### src/rtl/isc_pkg.sv
package isc_pkg;
   localparam int ADDR_W = 2;

   // Register select values; the numbering is the software address map.
   typedef enum logic [ADDR_W-1:0] {
      RG_STAT    = 2'd0,
      RG_UNMASK  = 2'd1,
      RG_MASKSET = 2'd2,
      RG_MASK    = 2'd3
   } reg_sel_e;
endpackage

### src/rtl/isc_status.sv
module isc_status #(
   parameter int NUM_SRC  = 8,
   parameter int CNT_W    = 3,
   parameter int DONE_BIT = 1
) (
   input  logic               clk,
   input  logic               rst_n,
   input  logic [NUM_SRC-1:0] evt_i,
   input  logic               clr_req_i,
   input  logic [NUM_SRC-1:0] clr_bits_i,
   output logic [NUM_SRC-1:0] stat_o,
   output logic [CNT_W-1:0]   cnt_o
);
   logic [NUM_SRC-1:0] stat_q;
   logic [CNT_W-1:0]   cnt_q;
   logic               ack, inc;

   initial begin : p_param_chk
      assert (DONE_BIT < NUM_SRC) else $error("DONE_BIT out of range");
      assert (CNT_W > 0) else $error("CNT_W must be positive");
   end

   // One sticky flop per source; a hardware set wins over a software clear.
   for (genvar i = 0; i < NUM_SRC; i++) begin : g_bit
      always_ff @(posedge clk or negedge rst_n) begin
         if (!rst_n)                          stat_q[i] <= 1'b0;
         else if (evt_i[i])                   stat_q[i] <= 1'b1;
         else if (clr_req_i && clr_bits_i[i]) stat_q[i] <= 1'b0;
      end
   end

   assign ack = clr_req_i & clr_bits_i[DONE_BIT] & stat_q[DONE_BIT];
   assign inc = evt_i[DONE_BIT];

   always_ff @(posedge clk or negedge rst_n) begin
      if (!rst_n) cnt_q <= '0;
      else begin
         case ({inc, ack})
            2'b10:   cnt_q <= cnt_q + 1'b1;
            2'b01:   cnt_q <= cnt_q - 1'b1;
            default: cnt_q <= cnt_q;
         endcase
      end
   end

   assign stat_o = stat_q;
   assign cnt_o  = cnt_q;

   // every pulsed source reads as set after the edge
   assert_evt_sets_R2: assert property (@(posedge clk) disable iff (!rst_n)
      (|evt_i) |=> ((stat_q & $past(evt_i)) == $past(evt_i)));

   // cleared bits without a competing event read as zero
   assert_w1c_R3: assert property (@(posedge clk) disable iff (!rst_n)
      clr_req_i |=> ((stat_q & $past(clr_bits_i & ~evt_i)) == '0));

   assert_cnt_inc_R9: assert property (@(posedge clk) disable iff (!rst_n)
      (inc && !ack) |=> (cnt_q == $past(cnt_q) + 1'b1));

   assert_cnt_dec_R10: assert property (@(posedge clk) disable iff (!rst_n)
      (ack && !inc) |=> (cnt_q == $past(cnt_q) - 1'b1));
endmodule

### src/rtl/isc_mask.sv
module isc_mask #(
   parameter int NUM_SRC = 8
) (
   input  logic               clk,
   input  logic               rst_n,
   input  logic               unmask_wr_i,
   input  logic               set_wr_i,
   input  logic [NUM_SRC-1:0] bits_i,
   output logic [NUM_SRC-1:0] mask_o
);
   logic [NUM_SRC-1:0] mask_q;

   always_ff @(posedge clk or negedge rst_n) begin
      if (!rst_n)           mask_q <= '1;
      else if (unmask_wr_i) mask_q <= mask_q & ~bits_i;
      else if (set_wr_i)    mask_q <= mask_q | bits_i;
   end

   assign mask_o = mask_q;

   assert_unmask_R5: assert property (@(posedge clk) disable iff (!rst_n)
      unmask_wr_i |=> ((mask_q & $past(bits_i)) == '0));

   assert_maskset_R6: assert property (@(posedge clk) disable iff (!rst_n)
      (set_wr_i && !unmask_wr_i) |=> ((mask_q & $past(bits_i)) == $past(bits_i)));

   assert_mask_hold_R7: assert property (@(posedge clk) disable iff (!rst_n)
      (!unmask_wr_i && !set_wr_i) |=> $stable(mask_q));
endmodule

### src/rtl/isc_irq.sv
module isc_irq #(
   parameter int NUM_SRC = 8
) (
   input  logic               clk,
   input  logic               rst_n,
   input  logic [NUM_SRC-1:0] stat_i,
   input  logic [NUM_SRC-1:0] mask_i,
   output logic               irq_o
);
   logic irq_q;

   always_ff @(posedge clk or negedge rst_n) begin
      if (!rst_n) irq_q <= 1'b0;
      else        irq_q <= |(stat_i & ~mask_i);
   end

   assign irq_o = irq_q;

   assert_irq_R8: assert property (@(posedge clk) disable iff (!rst_n)
      1'b1 |=> (irq_q == (|($past(stat_i) & ~$past(mask_i)))));
endmodule

### src/rtl/isc_top.sv
module isc_top
   import isc_pkg::*;
#(
   parameter int NUM_SRC  = 8,
   parameter int CNT_W    = 3,
   parameter int DONE_BIT = 1,
   parameter int CNT_LSB  = 13,
   parameter int DATA_W   = 16
) (
   input  logic               clk,
   input  logic               rst_n,
   input  logic [NUM_SRC-1:0] evt_i,
   input  logic               wr_i,
   input  logic [ADDR_W-1:0]  addr_i,
   input  logic [NUM_SRC-1:0] wdata_i,
   output logic [DATA_W-1:0]  rdata_o,
   output logic               irq_o
);
   localparam int CNT_MSB = CNT_LSB + CNT_W - 1;

   initial begin : p_param_chk
      assert (CNT_MSB < DATA_W) else $error("counter field exceeds DATA_W");
      assert (NUM_SRC <= CNT_LSB) else $error("sources overlap counter field");
   end

   reg_sel_e           sel;
   logic [NUM_SRC-1:0] stat, mask;
   logic [CNT_W-1:0]   cnt;
   logic               wr_stat, wr_unmask, wr_set;

   assign sel       = reg_sel_e'(addr_i);
   assign wr_stat   = wr_i && (sel == RG_STAT);
   assign wr_unmask = wr_i && (sel == RG_UNMASK);
   assign wr_set    = wr_i && (sel == RG_MASKSET);

   isc_status #(.NUM_SRC(NUM_SRC), .CNT_W(CNT_W), .DONE_BIT(DONE_BIT)) u_status (
      .clk(clk), .rst_n(rst_n), .evt_i(evt_i),
      .clr_req_i(wr_stat), .clr_bits_i(wdata_i),
      .stat_o(stat), .cnt_o(cnt));

   isc_mask #(.NUM_SRC(NUM_SRC)) u_mask (
      .clk(clk), .rst_n(rst_n), .unmask_wr_i(wr_unmask), .set_wr_i(wr_set),
      .bits_i(wdata_i), .mask_o(mask));

   isc_irq #(.NUM_SRC(NUM_SRC)) u_irq (
      .clk(clk), .rst_n(rst_n), .stat_i(stat), .mask_i(mask), .irq_o(irq_o));

   always_comb begin
      rdata_o = '0;
      case (sel)
         RG_STAT: begin
            rdata_o[NUM_SRC-1:0]       = stat;
            rdata_o[CNT_MSB:CNT_LSB]   = cnt;
         end
         RG_MASK: rdata_o[NUM_SRC-1:0] = mask;
         default: rdata_o = '0;
      endcase
   end
endmodule

### config.mk
export PLATFORM = sky130hd
export DESIGN_NAME = isc_top
export DESIGN_NICKNAME = d
export VERILOG_FILES = /design/src/rtl/isc_pkg.sv /design/src/rtl/isc_status.sv /design/src/rtl/isc_mask.sv /design/src/rtl/isc_irq.sv /design/src/rtl/isc_top.sv
export SDC_FILE = /design/constraint.sdc
export NUM_CORES = 1
export LEC_CHECK = 0
export BUFFER_PORTS_ARGS = -buffer_cell sky130_fd_sc_hd__buf_2
export CAP_MARGIN = 30
export CORE_MARGIN = 1
export CORE_UTILIZATION = 50
export CTS_CLUSTER_SIZE = 24
export DETAILED_ROUTE_END_ITERATION = 8
export GPL_ROUTABILITY_DRIVEN = 0
export PLACE_DENSITY = 0.78
export SLEW_MARGIN = 20
export SYNTH_ARGS = -nofsm -noshare
export SYNTH_HDL_FRONTEND = slang
export SYNTH_HIERARCHICAL = 1
export SYNTH_SLANG_ARGS = --single-unit
### constraint.sdc
create_clock -name clk -period 2.1 [get_ports clk]
set_clock_uncertainty 0.05 [all_clocks]
set_input_delay 0.42 -clock clk [delete_from_list [all_inputs] [get_ports clk]]
set_output_delay 0.42 -clock clk [all_outputs]
set_load 0.05 [all_outputs]
[Word level (Yosys, flattened, before mapping)]
Cells that the tools add are included.
Storage, ports and cells
  memory bits (writable): 0
  register bits: 20
  bits of input ports: 21
  ROM bits: 0
  output and inout bits: 17
  memories kept: 0
  bits in latches: 0
  word-level logic and storage cells: 69
Cells by class
  add/subtract/negate cells: 2
  equal/unequal tests: 5
  div/mod/pow operators: 0
  reduce and logical (&&, ||, !) cells: 23
  multiplexer cells: 21
  shift-type cells: 0
  $mul: 0
  bitwise gates (word level): 7
  $lt $le $gt $ge: 0
Operators by type and width (number)
  $reduce_bool A2 Y1: 10
  $and A8 B8 Y8: 2
  $mux W1: 16
  $mux W8: 2
  $not A8 Y8: 2
  $pmux W8 S2: 1
  $logic_and A1 B1 Y1: 11
  $or A8 B8 Y8: 1
  $reduce_or A8 Y1: 1
  $eq A2 B2 Y1 const B: 3
  $pmux W3 S2: 1
  $eq A2 B1 Y1 const B: 2
  $add A3 B1 Y3 const B: 1
  $mux W3: 1
  $sub A3 B1 Y3 const B: 1
  $and A1 B1 Y1: 2
  $logic_not A2 Y1: 1

[Logic depth before layout (Yosys ltp)]
Gate-level depths: netlist (run 1).
  depth after elaboration: 6
  gate-level depth with buffers: 11
  depth with buffers taken out: 9

[Cells and area by module]
Netlist (run 1), hierarchy kept.
Modules (own cells, without submodules)
  isc_status: instances 1, cells each 38, area each 454.2 um2, seq. area each 275.3 um2
  isc_mask: instances 1, cells each 26, area each 366.6 um2, seq. area each 210.2 um2
  isc_top: instances 1, cells each 37, area each 304.0 um2, seq. area each 0.0 um2
  isc_irq: instances 1, cells each 14, area each 87.6 um2, seq. area each 25.0 um2

[Worst setup path before layout (run 1)]
Ideal clock, no wire load.
  kind: input to register
  start point: input port addr_i[0]
  end point: register u_status.cnt_q[2], in the netlist u_status/cnt_o[2]
  stages on the path: 11
  setup time: 125 ps
  setup slack: -258 ps
  buffers on the path: 2
  arrival time: 2183 ps
  data required time: 1925 ps
  cell sequence: inv_1 -> ha_1 -> buf_6 -> and2_2 -> buf_2 -> and3_1 -> ha_1 -> fa_1 -> xnor2_1 -> nor2_1 -> xor2_1
Between the ends
  word-level cells in the longest chain between the ends: 6
  elaborated cells on any way between the ends: 8
  classes of those cells: eq/ne: 2; mux: 1; bitwise: 2; reduce/logical: 3
Ends and longest elaborated chain
  start: declaration: RTL line isc_top.sv:14  | input logic [ADDR_W-1:0] addr_i,
  $logic_not A2 Y1 (*): RTL line isc_top.sv:32  | assign wr_stat = wr_i && (sel == RG_STAT);
  $logic_and A1 B1 Y1 (*): RTL line isc_top.sv:32
  net wr_stat: RTL line isc_top.sv:29  | logic wr_stat, wr_unmask, wr_set;
  $and A1 B1 Y1 (*) (2 in series): RTL line isc_status.sv:32  | assign ack = clr_req_i & clr_bits_i[DONE_BIT] & stat_q[DONE_BIT];
  $eq A2 B1 Y1 / $eq A2 B2 Y1 (equally long branches): RTL line isc_status.sv:38  | case ({inc, ack})
  $pmux W3 S2 / $reduce_bool A2 Y1 (equally long branches)
  end signal: assignment: RTL line isc_status.sv:39  | 2'b10: cnt_q <= cnt_q + 1'b1;
  end signal: assignment: RTL line isc_status.sv:40  | 2'b01: cnt_q <= cnt_q - 1'b1;
  end signal: assignment: RTL line isc_status.sv:41  | default: cnt_q <= cnt_q;
  end: declaration: RTL line isc_status.sv:15  | logic [CNT_W-1:0] cnt_q;
The timed path passes the listed nets; every way through them passes the cells marked *.
A chain may end at the register's enable or synchronous reset.

[Worst setup path after layout (run 1)]
  start point: input port addr_i[1]
  end point: output port rdata_o[3]
Between the ends
  word-level cells in the longest chain between the ends: 2
  elaborated cells on any way between the ends: 3
  classes of those cells: eq/ne: 1; mux: 1; reduce/logical: 1
Ends and longest elaborated chain
  $eq A2 B2 Y1 / $logic_not A2 Y1 (equally long branches): RTL line isc_top.sv:50  | case (sel)
  $pmux W8 S2 (*): RTL line isc_top.sv:50
  end: declaration: RTL line isc_top.sv:16  | output logic [DATA_W-1:0] rdata_o,
Every way passes the cells marked *; elsewhere a longest branch is shown, timed or not.

==> results of run 1 <==
[final cells by class]
class                   instances  area [um^2]
multi-input cells              77        623.1
repair buffers                 40        222.7
inverters                      11        61.31
flip-flops and latches         20        510.5
well taps                      28        35.03
clock buffers                   4        36.28
fillers                       199        765.7
[stage by stage]
step                setup slack, ps  TNS (ps)
floorplan                    -65.91    -98.40
global placement             -12.32    -12.32
CTS                           112.7         0
global route                  59.95         0
finish                        103.7         0
detailed placement           -35.78    -36.61
[cell families (layout without fill, tap and decap cells)]
| kind of cell | count (synthesis) | in the layout | share of synthesized area, % |
|---|---|---|---|
| compound gates | 35 | 35 | 25.39 |
| xor+xnor | 3 | 3 | 2.168 |
| fa+ha+maj | 6 | 6 | 6.811 |
| buf+inv | 22 | 55 | 10.53 |
| flops | 20 | 20 | 42.11 |
| mux | 1 | 1 | 0.9287 |
| other cells | 1 | 5 | 0.3093 |
| simple gates | 27 | 27 | 11.77 |
[worst max-delay path by stage]
stage / cells past startpoint / end / slack (ps) / from
4_1_cts: 7 / rdata_o[3] / 110 / addr_i[1]
3_3_place_gp: 10 / u_status/cnt_o[2] / -10 / addr_i[1]
6_report: 7 / rdata_o[3] / 100 / addr_i[1]
2_1_floorplan: 11 / u_status/cnt_o[2] / -70 / addr_i[1]
5_1_grt: 7 / rdata_o[3] / 60 / addr_i[1]
3_5_place_dp: 10 / u_status/cnt_o[2] / -40 / addr_i[1]
[per-layer routing]
metal  track usage [%]  share of wire (%)  up-vias  wire [um]
met1             27.13                 42      460       1116
met5                 0                  0        -          0
met3             5.952                4.6        2        121
li1                  -                  -      447          -
met4             7.658               0.72        0         19
met2             42.54                 52       31       1377
[repair_timing]
item | 4_1_cts | 5_1_grt
hold buffers | 1 | 0
endpoints found under the hold margin | 7 | 0
setup endpoints to repair | 0 | 0
[power breakdown]
| group | switching [mW] | internal (mW) |
|---|---|---|
| Sequential | 0.0679 | 0.475 |
| Clock | 0.124 | 0.106 |
| Combinational | 0.228 | 0.153 |
[cells in the final DEF, fill, tap and decap left out, drive strengths merged]
master	Yosys	routed
fa	1	1
a21o	7	7
a21oi	16	16
a22oi	8	8
clkbuf	1	4
mux2	1	1
and3	1	1
or4	1	1
dfrtp	12	12
o22ai	4	4
xor2	1	1
dlygate4sd3	0	1
ha	5	5
inv	11	11
buf	10	39
and2	6	6
nand2	10	10
dfstp	8	8
conb	1	5
nor2	9	9
xnor2	2	2
==> results by group, run 1 <==
Outcome
  – Status: finished, final reports clean

Final layout
  – Final instance area: 1489 um^2
  – Final core occ: 66.04%
  – # diodes: 0
  – Final non-filler cell total: 180
  – Area Growth Syn to Fin: 22.81%
  – Share of cells above drive strength 1: 59.21%
  – Fin nets: 180

Clock network
  – CTS sink cnt: 20
  – Total CTS buffers: 3
  – H-tree depth: 1
  – Root buffer cell: clkbuf_4
  – Clock transition at the registers of the reported paths: 120 ps
  – CTS tree: yes
  – Clock Tree Buf Depth: 2
  – Setup Fix Bufs, Post-CTS: 0
  – Skew-Pair Late Insertion Delay: 310 ps
  – Post-CTS sizing: 0

Min path
  – Worst hold path depth: 2
  – Min-Delay Path Class: input port to flop
  – Hold Crit Start: wdata_i[2]

Timing
  – Worst Hold Slack: 223.7 ps
  – RSZ-0062 raised after global routing: false
  – Slew Limit Fails: 0
  – Worst Tran Pin Value: 517.6 ps
  – Max Clock Freq: 500.9 MHz
  – Rel. slew slack: 65.49%
  – Fin crit period: 1996 ps
  – Final Cycle Share: 95.06%
  – Final setup fails: 0
  – Final Hold Vio Count: 0

Route
  – Post-detailed-route via-to-cell ratio: 5.222
  – Final WL: 2.635 mm
  – Drt drc: 0
  – DR pass1 iterations: 4
  – Drt wl/cell: 14.64 um
  – Routed Antenna Nets: 0
  – Starting DRC count in detailed routing: 9
  – Vias: 940

Synth
  – Synth top area share: 24.77%
  – Post-synth EDFFs: 0
  – Synthesized flop and latch total: 20
  – Synth warnings: 6
  – Ys async rst share: 100.0%
  – Yosys cell types: 25
  – Syn Area/Cell: 10.54 um^2
  – Syn Inst Count: 115
  – Mapped cell area: 1212 um^2
  – Top_reg_cell synth: dfrtp_1
  – Synth area leaders: dfrtp_1 25%, dfstp_2 17%, a21oi_2 12%, a22oi_2 6.2%, ha_1 5.2%
  – Largest area contributor in the netlist: dfrtp_1
  – Synth cell count leaders: 16 x a21oi_2, 12 x dfrtp_1, 11 x inv_1
  – Top-count cell post-synth: a21oi_2
  – Seq/Total Area, Yosys: 42.11%

Floorplanning
  – I/O pin count: 38
  – Area of the die: 2626 um^2
  – Die Width: 51.24 um
  – Initial Util: 53.77%
  – Core Footprint: 2255 um^2
  – Die Y: 51.24 um
  – Row Count: 17

GRT
  – Grt ovf: 0
  – Initial antenna violation count: 0
  – Largest net degree at the start of global routing: 21
  – Vias in the first global route: 973
  – GRT Util Overall: 23.63%
  – First-pass GRT wire length: 4.402 mm

Worst setup path
  – Critical-path cell with the highest stage delay: buf_2
  – Startpoint type of the worst setup path: input port
  – Critical path required time: 1630 ps
  – Flop2flop setup slack: 430 ps
  – Worst path arrival time: 1530 ps
  – Reg-to-reg startpoint: u_status/stat_o[1]
  – WP buf/inv: 4
  – Top delay family on crit path: buffers and inverters
  – Worst-path cell chain: buf_2 > buf_4 > ha_1 > buf_4 > a22oi_2 > nor2_2 > buf_2
  – R2R Path End: u_status/cnt_o[2]
  – CP max FO: 6
  – Setup CP Type: input port to output pin
  – CP max stage delay: 270 ps
  – CP Capture Type: output pin
  – Worst r2r path cells: 6

Run
  – Max cap viols: 0

Power and ir drop
  – Maximum VDD drop: 0.0005477 V
  – Leak: 0.6976 nW
  – Pwr Density: 774.7 nW/um^2
  – PnR Total Power: 1.153 mW

Placement
  – Placed cell count: 175
  – Hpwl dp: 1.968 mm
  – Placed cell areas: 1443 um^2
  – IO buf count: 32
Note: power is estimated with default switching activity, not from simulation.
==> run 2, diff against run 1 <==
CELL_PAD_IN_SITES_DETAIL_PLACEMENT = 1   (was default)
CELL_PAD_IN_SITES_GLOBAL_PLACEMENT = 1   (was default)
CORE_UTILIZATION = 38   (was 50)
PLACE_DENSITY = default   (was 0.78)
PLACE_DENSITY_LB_ADDON = 0.1   (was default)
==> run 2 against run 1 <==
- the flow now finishes with violations (hold timing)
- utilization down 17 points
- global-route usage down 5.5 points
- critical path depth down 1
- largest power group unchanged
- fmax up 0.41%
- die area up 30%
- cell count up 7.8%
- routed wire length up 3.0%
- clock power about the same
- power up 0.60%
- design area up 0.34%
==> results by group, run 2 (synthesis results as in run 1) <==
Outcome
  – Status: finished with violations
  – Failing checks: hold timing

Placement
  – Hpwl dp: 2.033 mm
  – IO buf count: 32
  – Placed cell count: 190
  – Pre-CTS WS: -84.76 ps

Worst setup path
  – CP Capture Type: output pin
  – Worst r2r path cells: 6
  – Startpoint type of the worst setup path: input port
  – Critical path required time: 1630 ps
  – Worst path arrival time: 1520 ps
  – Setup CP Type: input port to output pin
  – CP max FO: 8

Timing
  – Worst setup margin: 111.9 ps
  – Slew Limit Fails: 0
  – RSZ-0062 raised after global routing: false
  – Worst Tran Pin Value: 557.0 ps
  – Final setup fails: 0
  – Final Cycle Share: 94.67%
  – Max Clock Freq: 503.0 MHz
  – Worst Hold Slack: -4.840 ps
  – Rel. slew slack: 62.87%
  – Fin crit period: 1988 ps
  – Final Hold Vio Count: 12

Power and ir drop
  – Pwr Density: 776.7 nW/um^2
  – Leak: 0.6869 nW
  – Maximum VDD drop: 0.0003723 V
  – PnR Total Power: 1.160 mW

Route
  – Vias: 927
  – Drt wl/cell: 13.99 um
  – Final WL: 2.714 mm
  – Drt drc: 0
  – Starting DRC count in detailed routing: 27
  – DR pass1 iterations: 3
  – Routed Antenna Nets: 0
  – Post-detailed-route via-to-cell ratio: 4.778

Final layout
  – Share of cells above drive strength 1: 60.00%
  – Final core occ: 49.34%
  – # diodes: 0
  – Fill cells: 359
  – Final non-filler cell total: 194
  – Area Growth Syn to Fin: 23.22%
  – Commonest non-fill, non-tap cell in the layout: buf_2
  – Fin nets: 178
  – Most frequent cells in the layout: 32 x buf_2, 16 x a21oi_2, 12 x dfrtp_1

Clock network
  – Skew-Pair Late Insertion Delay: 310 ps
  – Setup Fix Bufs, Post-CTS: 0
  – Root buffer cell: clkbuf_4
  – CTS tree: yes
  – Clock transition at the registers of the reported paths: 110 ps
  – CTS sink cnt: 20
  – Total CTS buffers: 3
  – H-tree depth: 1
  – Clock Tree Buf Depth: 2

GRT
  – Grt ovf: 0
  – First-pass GRT wire length: 4.574 mm
  – Initial antenna violation count: 0
  – GRT Util Overall: 18.10%
  – Largest net degree at the start of global routing: 21
  – Vias in the first global route: 1010

Floorplanning
  – Core Footprint: 3028 um^2
  – Row Count: 20
  – Initial Util: 40.04%
  – Die Width: 58.49 um
  – Area of the die: 3421 um^2
  – Die Y: 58.49 um
  – I/O pin count: 38

Run
  – Max cap viols: 0

Min path
  – Min-Delay Path Class: input port to asynchronous set/reset pin
run 2: cell count changes in the layout (fill, tap and decap cells not counted):
| cell | change |
|---|---|
| buf_4 | -1 |
| dlygate4sd3_1 | -1 |
| ha_1 | -1 |
| ha_2 | +1 |
run 2: layout make-up:
type | count | area (um^2) | share of cell area (%)
Sequential cell | 20 | 510.5 | 34.17
Inverter | 11 | 61.31 | 4.104
Clock buffer | 4 | 36.28 | 2.429
Timing Repair Buffer | 38 | 205.2 | 13.74
Tap cell | 44 | 55.05 | 3.685
Multi-Input combinational cell | 77 | 625.6 | 41.88
run 2: worst paths after layout:
check	from	to	slack [ps]
max	addr_i[1]	rdata_o[5]	110
min	rst_n	u_status/stat_o[7]	-5
max reg2reg	u_status/stat_o[1]	u_status/cnt_o[2]	390
min reg2reg	u_status/cnt_o[2]	u_status/cnt_o[2]	430
max in group asynchronous	rst_n	asynchronous set/reset pin	1660
min in group clk	wdata_i[0]	flop	220
run 2: what timing repair did:
action | in CTS | in global routing
resized for setup | 1 | 0
hold buffers | 0 | 0
setup endpoints to repair | 8 | 0
hold endpoints to repair | 0 | 0
run 2: metrics by stage:
stage	instance area [um^2]	hold slack, ps	TNS [ps]
detailed placement	1455	351.8	-272.9
floorplan	1287	74.41	-98.40
CTS	1494	2.617	0
finish	1494	-4.840	0
global placement	1455	354.7	-121.5
global route	1494	22.90	0
run 2: worst max-delay path: stages:
cell and delay (ps):
buf_2 170, buf_4 140, ha_2 300, a22oi_1 130
nor2_1 90, buf_2 260
run 2: power by group:
group	internal, mW	switching, mW
clock network	0.106	0.126
registers	0.475	0.0680
logic	0.154	0.232
run 2: layer usage:
layer	up-vias	track usage [%]	part of all wire [%]
met5	-	0	0
li1	443	-	-
met3	4	3.956	4.6
met1	453	21.48	45
met2	27	32.51	49
met4	0	5.782	1.2
